--- src/rtl/bfly_r4_pkg.sv ---
package bfly_r4_pkg;

    localparam int DW     = 16;           // data and twiddle width
    localparam int PW     = DW + 2;       // product / point width
    localparam int SW     = PW + 1;       // final sum width
    localparam int NPT    = 4;            // points per butterfly
    localparam int NTW    = NPT - 1;      // twiddled points
    localparam int PHASES = 4;            // real products per rotation
    localparam int NCYC   = NTW * PHASES; // shared-multiplier cycles
    localparam int CW     = $clog2(NCYC);
    localparam int PHW    = $clog2(PHASES);
    localparam int KW     = $clog2(NTW);
    localparam int PIW    = $clog2(NPT);
    localparam int HW     = $clog2(DW);
    localparam int PSH    = 2 * DW - PW;  // product right shift

    typedef struct packed {
        logic signed [DW-1:0] re;
        logic signed [DW-1:0] im;
    } cd_t;

    typedef struct packed {
        logic signed [PW-1:0] re;
        logic signed [PW-1:0] im;
    } cp_t;

    typedef struct packed {
        logic signed [SW-1:0] re;
        logic signed [SW-1:0] im;
    } cs_t;

    typedef enum logic {GROW2 = 1'b0, GROW3 = 1'b1} grow_e;
    typedef enum logic {ST_IDLE = 1'b0, ST_RUN = 1'b1} st_e;

    // full-precision product kept as PW bits, LSB forced high
    function automatic logic signed [PW-1:0] round_prod(
        input logic signed [DW-1:0] a, input logic signed [DW-1:0] b);
        logic signed [2*DW-1:0] f;
        logic signed [PW-1:0]   r;
        f = a * b;
        r = f[2*DW-1:PSH];
        r[0] = 1'b1;
        return r;
    endfunction

    // one-bit growth add/sub followed by dropping the LSB
    function automatic logic signed [PW-1:0] half_add(
        input logic signed [PW-1:0] a, input logic signed [PW-1:0] b, input logic sub);
        logic signed [SW-1:0] s;
        s = sub ? (SW'(a) - SW'(b)) : (SW'(a) + SW'(b));
        return s[SW-1:1];
    endfunction

    // one-bit growth add/sub, all bits kept
    function automatic logic signed [SW-1:0] wide_add(
        input logic signed [PW-1:0] a, input logic signed [PW-1:0] b, input logic sub);
        return sub ? (SW'(a) - SW'(b)) : (SW'(a) + SW'(b));
    endfunction

    function automatic logic signed [PW-1:0] sext_p(input logic signed [DW-1:0] v);
        return PW'(v);
    endfunction

    // redundant sign bits below the MSB
    function automatic logic [HW-1:0] sign_bits(input logic [DW-1:0] v);
        logic [HW-1:0] n;
        logic          run;
        n   = '0;
        run = 1'b1;
        for (int i = DW - 2; i >= 0; i--) begin
            if (run && (v[i] == v[DW-1])) n = n + 1'b1;
            else run = 1'b0;
        end
        return n;
    endfunction

endpackage

--- src/rtl/bfly_r4_mac.sv ---
module bfly_r4_mac
    import bfly_r4_pkg::*;
(
    input  logic                clk,
    input  logic                rst,
    input  logic                en,
    input  logic [CW-1:0]       step,
    input  cd_t  [NPT-1:0]      xs,
    input  cd_t  [NTW-1:0]      tw,
    output cp_t  [NTW-1:0]      y_live
);

    logic [CW-1:0]        kfull;
    logic [KW-1:0]        ki;
    logic [PIW-1:0]       xi;
    logic [PHW-1:0]       ph;
    cd_t                  xa;
    cd_t                  wb;
    logic signed [DW-1:0] op_a;
    logic signed [DW-1:0] op_b;
    logic signed [PW-1:0] prod;
    logic signed [PW-1:0] comb;
    logic signed [PW-1:0] p_hold;
    cp_t  [NTW-1:0]       y_q;

    always_comb begin
        kfull = step >> PHW;
        ki    = (kfull >= CW'(NTW)) ? KW'(NTW - 1) : kfull[KW-1:0];
        xi    = PIW'(ki) + PIW'(1);
        ph    = step[PHW-1:0];
        xa    = xs[xi];
        wb    = tw[ki];
        case (ph)
            2'd0:    begin op_a = xa.re; op_b = wb.re; end
            2'd1:    begin op_a = xa.im; op_b = wb.im; end
            2'd2:    begin op_a = xa.re; op_b = wb.im; end
            default: begin op_a = xa.im; op_b = wb.re; end
        endcase
        prod = round_prod(op_a, op_b);
        comb = half_add(p_hold, prod, (ph == 2'd1));
        y_live = y_q;
        if (en && ph == 2'd1) y_live[ki].re = comb;
        if (en && ph == 2'd3) y_live[ki].im = comb;
    end

    always_ff @(posedge clk) begin
        if (rst) begin
            p_hold <= '0;
            y_q    <= '0;
        end else if (en) begin
            if (ph == 2'd0 || ph == 2'd2) p_hold <= prod;
            y_q <= y_live;
        end
    end

endmodule

--- src/rtl/bfly_r4_net.sv ---
module bfly_r4_net
    import bfly_r4_pkg::*;
(
    input  cp_t [NPT-1:0] y,
    output cs_t [NPT-1:0] s
);

    cp_t a, b, c, d;

    always_comb begin
        a.re = half_add(y[0].re, y[2].re, 1'b0);
        a.im = half_add(y[0].im, y[2].im, 1'b0);
        b.re = half_add(y[0].re, y[2].re, 1'b1);
        b.im = half_add(y[0].im, y[2].im, 1'b1);
        c.re = half_add(y[1].re, y[3].re, 1'b0);
        c.im = half_add(y[1].im, y[3].im, 1'b0);
        d.re = half_add(y[1].re, y[3].re, 1'b1);
        d.im = half_add(y[1].im, y[3].im, 1'b1);

        s[0].re = wide_add(a.re, c.re, 1'b0);
        s[0].im = wide_add(a.im, c.im, 1'b0);
        s[2].re = wide_add(a.re, c.re, 1'b1);
        s[2].im = wide_add(a.im, c.im, 1'b1);
        // -j rotation of d: swap parts, negate the new imaginary part
        s[1].re = wide_add(b.re, d.im, 1'b0);
        s[1].im = wide_add(b.im, d.re, 1'b1);
        s[3].re = wide_add(b.re, d.im, 1'b1);
        s[3].im = wide_add(b.im, d.re, 1'b0);
    end

endmodule

--- src/rtl/bfly_r4_sel.sv ---
module bfly_r4_sel
    import bfly_r4_pkg::*;
(
    input  cs_t  [NPT-1:0] s,
    input  grow_e          mode,
    output cd_t  [NPT-1:0] o,
    output logic           ovf,
    output logic [HW-1:0]  hdrm
);

    logic [NPT-1:0] pt_ovf;

    for (genvar g = 0; g < NPT; g++) begin : g_pt
        always_comb begin
            if (mode == GROW3) begin
                o[g].re   = s[g].re[DW+1:2];
                o[g].im   = s[g].im[DW+1:2];
                pt_ovf[g] = (^s[g].re[SW-1:SW-2]) | (^s[g].im[SW-1:SW-2]);
            end else begin
                o[g].re   = s[g].re[DW:1];
                o[g].im   = s[g].im[DW:1];
                pt_ovf[g] = ~((&s[g].re[SW-1:DW]) | ~(|s[g].re[SW-1:DW]))
                          | ~((&s[g].im[SW-1:DW]) | ~(|s[g].im[SW-1:DW]));
            end
        end
    end

    always_comb begin
        ovf  = |pt_ovf;
        hdrm = HW'(DW - 1);
        for (int i = 0; i < NPT; i++) begin
            if (sign_bits(o[i].re) < hdrm) hdrm = sign_bits(o[i].re);
            if (sign_bits(o[i].im) < hdrm) hdrm = sign_bits(o[i].im);
        end
    end

endmodule

--- src/rtl/bfly_r4_core.sv ---
module bfly_r4_core
    import bfly_r4_pkg::*;
#(
    parameter int SHIFT_W = 2
) (
    input  logic                      clk,
    input  logic                      rst,
    input  logic                      start,
    input  logic                      mode,
    input  logic [SHIFT_W-1:0]        pre_shift,
    input  logic [NPT-1:0][DW-1:0]    din_re,
    input  logic [NPT-1:0][DW-1:0]    din_im,
    input  logic [NTW-1:0][DW-1:0]    tw_re,
    input  logic [NTW-1:0][DW-1:0]    tw_im,
    output logic                      busy,
    output logic                      done,
    output logic [NPT-1:0][DW-1:0]    dout_re,
    output logic [NPT-1:0][DW-1:0]    dout_im,
    output logic                      ovf,
    output logic [HW-1:0]             hdrm
);

    st_e               state;
    logic [CW-1:0]     cnt;
    cd_t  [NPT-1:0]    xs_q;
    cd_t  [NTW-1:0]    tw_q;
    grow_e             mode_q;
    cp_t  [NTW-1:0]    y_live;
    cp_t  [NPT-1:0]    y_all;
    cs_t  [NPT-1:0]    sums;
    cd_t  [NPT-1:0]    sel;
    logic              sel_ovf;
    logic [HW-1:0]     sel_hd;
    cd_t  [NPT-1:0]    out_q;
    logic              ovf_q;
    logic [HW-1:0]     hd_q;
    logic              done_q;

    assign busy = (state == ST_RUN);

    bfly_r4_mac u_mac (
        .clk    (clk),
        .rst    (rst),
        .en     (busy),
        .step   (cnt),
        .xs     (xs_q),
        .tw     (tw_q),
        .y_live (y_live)
    );

    always_comb begin
        y_all[0].re = sext_p(xs_q[0].re);
        y_all[0].im = sext_p(xs_q[0].im);
        for (int k = 0; k < NTW; k++) y_all[k+1] = y_live[k];
    end

    bfly_r4_net u_net (
        .y (y_all),
        .s (sums)
    );

    bfly_r4_sel u_sel (
        .s    (sums),
        .mode (mode_q),
        .o    (sel),
        .ovf  (sel_ovf),
        .hdrm (sel_hd)
    );

    always_ff @(posedge clk) begin
        if (rst) begin
            state  <= ST_IDLE;
            cnt    <= '0;
            xs_q   <= '0;
            tw_q   <= '0;
            mode_q <= GROW2;
            out_q  <= '0;
            ovf_q  <= 1'b0;
            hd_q   <= '0;
            done_q <= 1'b0;
        end else begin
            done_q <= 1'b0;
            case (state)
                ST_IDLE: begin
                    if (start) begin
                        state  <= ST_RUN;
                        cnt    <= '0;
                        mode_q <= grow_e'(mode);
                        for (int i = 0; i < NPT; i++) begin
                            xs_q[i].re <= din_re[i] << pre_shift;
                            xs_q[i].im <= din_im[i] << pre_shift;
                        end
                        for (int k = 0; k < NTW; k++) begin
                            tw_q[k].re <= tw_re[k];
                            tw_q[k].im <= tw_im[k];
                        end
                    end
                end
                default: begin
                    if (cnt == CW'(NCYC - 1)) begin
                        state  <= ST_IDLE;
                        done_q <= 1'b1;
                        out_q  <= sel;
                        ovf_q  <= sel_ovf;
                        hd_q   <= sel_hd;
                    end else begin
                        cnt <= cnt + 1'b1;
                    end
                end
            endcase
        end
    end

    always_comb begin
        for (int i = 0; i < NPT; i++) begin
            dout_re[i] = out_q[i].re;
            dout_im[i] = out_q[i].im;
        end
    end

    assign done = done_q;
    assign ovf  = ovf_q;
    assign hdrm = hd_q;

endmodule

--- config.mk ---
export PLATFORM = sky130hd
export DESIGN_NAME = bfly_r4_core
export DESIGN_NICKNAME = d
export VERILOG_FILES = /design/src/rtl/bfly_r4_pkg.sv /design/src/rtl/bfly_r4_mac.sv /design/src/rtl/bfly_r4_net.sv /design/src/rtl/bfly_r4_sel.sv /design/src/rtl/bfly_r4_core.sv
export SDC_FILE = /design/constraint.sdc
export NUM_CORES = 2
export LEC_CHECK = 0
export BUFFER_PORTS_ARGS = -buffer_cell sky130_fd_sc_hd__buf_2
export CAP_MARGIN = 20
export CELL_PAD_IN_SITES_DETAIL_PLACEMENT = 0
export CELL_PAD_IN_SITES_GLOBAL_PLACEMENT = 1
export CORE_MARGIN = 2
export CORE_UTILIZATION = 42
export DETAILED_ROUTE_END_ITERATION = 8
export PLACE_DENSITY = 0.85
export SETUP_SLACK_MARGIN = 0.1
export SYNTH_ARGS = -nofsm -noshare
export SYNTH_HDL_FRONTEND = slang
export SYNTH_HIERARCHICAL = 1
export SYNTH_SLANG_ARGS = --single-unit
export TNS_END_PERCENT = 50
--- constraint.sdc ---
create_clock -name clk -period 59.4 [get_ports clk]
set_input_delay 2.97 -clock clk [delete_from_list [all_inputs] [get_ports clk]]
set_output_delay 2.97 -clock clk [all_outputs]
set_load 0.01 [all_outputs]
==> run_results.csv <==
group,metric,value,unit
job,max_capacitance_violation_count,0,
clock_tree,cts-root-buf,"sky130_fd_sc_hd__clkbuf_16",
placed_design,dpl_worst_slack,26.49,ns
drt,drtPass1Iterations,6,
grt,grt_first_pass_wirelength,290000,um
clock_tree,cts_max_path_buffers,3,
clock_tree,sinks_on_the_clock_net,490,
drt,drt.antenna.violating_nets,0,
grt,first_global_vias,50170,
critical_path,worst-r2r-setup-slack,26.12,ns
layout,layout.cells.non_filler,9355,
floorplanning,rows,135,
layout,layout.cells.most_common_list,"sky130_fd_sc_hd__nand2_1, sky130_fd_sc_hd__inv_1, sky130_fd_sc_hd__a21oi_1, sky130_fd_sc_hd__nor2_1, sky130_fd_sc_hd__ha_1",
grt,gr-max-usage-layer,"met2",
synthesis,synthesis.area_per_instance,7.765,um^2
layout,layout.cells.most_common,"sky130_fd_sc_hd__nand2_1",
synthesis,synthCells,7390,
timing,report.final.hold_viol_count,0,
grt,use_met2,45.05,%
layout,design.final.nets,8526,
clock_tree,number_of_buffers_added_to_fix_hold_violations_after_cts,0,
synthesis,post_synthesis_cell_area,57380,um^2
layout,finalInstanceArea,62580,um^2
critical_path,critical_path_required,60.00,ns
grt,met1_usage_in_global_routing,32.33,%
timing,max_freq,30.04,MHz
timing,setup_slack_after_layout,26.12,ns
floorplanning,initial_core_utilization,42.36,%
critical_path,max_stage_delay,0.83,ns
drt,final_routed_wirelength,189000,um
grt,remaining_overflow_grt,0,
timing,finalClockSkew,0.05636,ns
pwr,pwr_density_cell,59.45,nW/um^2
critical_path,crit_fanout,31,
clock_tree,postCtsResizedCells,0,
drt,drt_first_iter_violations,3593,
floorplanning,boundaryPins,365,
floorplanning,die_w,373.6,um
placed_design,placed_area,60590,um^2
critical_path,timing.critical_path.from_type,"flop",
critical_path,criticalPathCategory,"reg -> reg",
clock_tree,cts_setup_buffers,0,
synthesis,synth_fp_nets,8399,
layout,layout-area-overhead-vs-synth,9.060,%
drt,vias_per_cell,5.613,
placed_design,number_of_placed_instances_taps_included,9236,
clock_tree,h_tree_levels,2,
critical_path,critical_path_arrival,33.88,ns
placed_design,io_buffer_count,364,
hold_path,worstHoldPathType,"reg -> reg",
clock_tree,clkSlewWorstSetupHoldPaths,0.06,ns
layout,post_route_cells_drive_above_1_share,11.01,%
timing,timing.final.crit_share,56.03,%
critical_path,cp_slowest_cell,"sky130_fd_sc_hd__a21oi_1",
synthesis,synthesis.yosys.warnings,6,
grt,maximum_number_of_pins_on_one_net_before_global_route_repair,155,
drt,post-route-drc-count,0,
floorplanning,design.die.area,139600,um^2
floorplanning,placeableCoreArea,135500,um^2
clock_tree,clock_insertion_delay_worst_skew,0.72,ns
timing,min_period,33.28,ns
grt,antenna_violations_before_repair,11,
timing,setup-violations-final,0,
grt,grt.met3_usage,2.831,%
clock_tree,num_cts_buffers,58,
placed_design,gp_congestion,0.9869,
clock_tree,tritoncts_clock_tree,"yes",
floorplanning,die_height,373.6,um
placed_design,hpwlAfterDp,152500,um
timing,fin_setup_tns,0,ns
drt,avgRoutedWirePerCell,20.21,um
timing,slew_viol_final,0,
status,outcome,"finished clean",
timing,worst-slew-pin-transition,1.232,ns
drt,detailroute.via_count,52510,
timing,grt_setup_unrepaired,"no",
critical_path,crit_top_cell,"sky130_fd_sc_hd__ha_1",
pwr,leakage,27.55,nW
grt,globalRouteTotalUtil,26.05,%
timing,slew_headroom,16.54,%
critical_path,critical_path.endpoint_type,"flop",
pwr,vdd.ir_drop.worst,0.1111,mV
## worst paths after layout
path                                  from                  endpoint  cells past startpoint
hold reg to reg   dout_re[10]$_SDFFE_PP0P_  dout_re[10]$_SDFFE_PP0P_                      2
setup / recovery       cnt[0]$_SDFFE_PP0P_      hdrm[2]$_SDFFE_PP0P_                    143
setup reg to reg       cnt[0]$_SDFFE_PP0P_      hdrm[2]$_SDFFE_PP0P_                    143
hold / removal    dout_re[10]$_SDFFE_PP0P_  dout_re[10]$_SDFFE_PP0P_                      2
## worst max-delay path, delay by kind of cell (launching register included)
| kind | cells | cell delay (ns) |
|---|---|---|
| xor+xnor | 8 | 1.73 |
| compound gates | 51 | 11.42 |
| mux | 13 | 3.67 |
| simple gates | 28 | 4.17 |
| flops | 1 | 0.44 |
| fa+ha+maj | 30 | 10.14 |
| buf+inv | 13 | 1.57 |
## power breakdown
part	total, mW	internal (mW)	switching (mW)
clock network	0.366	0.206	0.159
registers	0.353	0.342	0.0111
logic	3.00	1.18	1.82
total	3.72	1.73	1.99
## flip-flops by register name (all words and copies together) (netlist names)
signal        count
done              1
tw_q             96
u_mac/y_q       108
u_mac/p_hold     18
dout_re          64
xs_q            128
ovf               1
busy              1
cnt               4
dout_im          64
hdrm              4
mode_q            1
## area by class of cell
cell class / instances / area [um^2]
well taps: 1781 / 2228
clock buffers: 81 / 1669
clock inverters: 27 / 286.5
diodes: 9 / 22.52
fillers: 13550 / 72890
flip-flops and latches: 490 / 9818
inverters: 721 / 2706
multi-input cells: 5786 / 43280
repair buffers: 460 / 2571
## layer usage
| layer | wire length (um) | vias up |
|---|---|---|
| met4 | 9856 | 6 |
| met3 | 9660 | 350 |
| met1 | 79050 | 25130 |
| met2 | 90430 | 1562 |
| li1 | - | 25460 |
| met5 | 47 | - |
## per-stage QoR
stage	utilization, %	hold WS (ns)	total power [mW]
2_1_floorplan	-	0.4331	2.585
3_3_place_gp	44.73	0.4406	3.226
3_5_place_dp	44.73	0.4435	3.310
4_1_cts	46.17	0.4520	3.695
5_1_grt	46.19	0.4630	4.070
6_report	46.20	0.4485	3.720
Power figures use the tool's default switching activity.
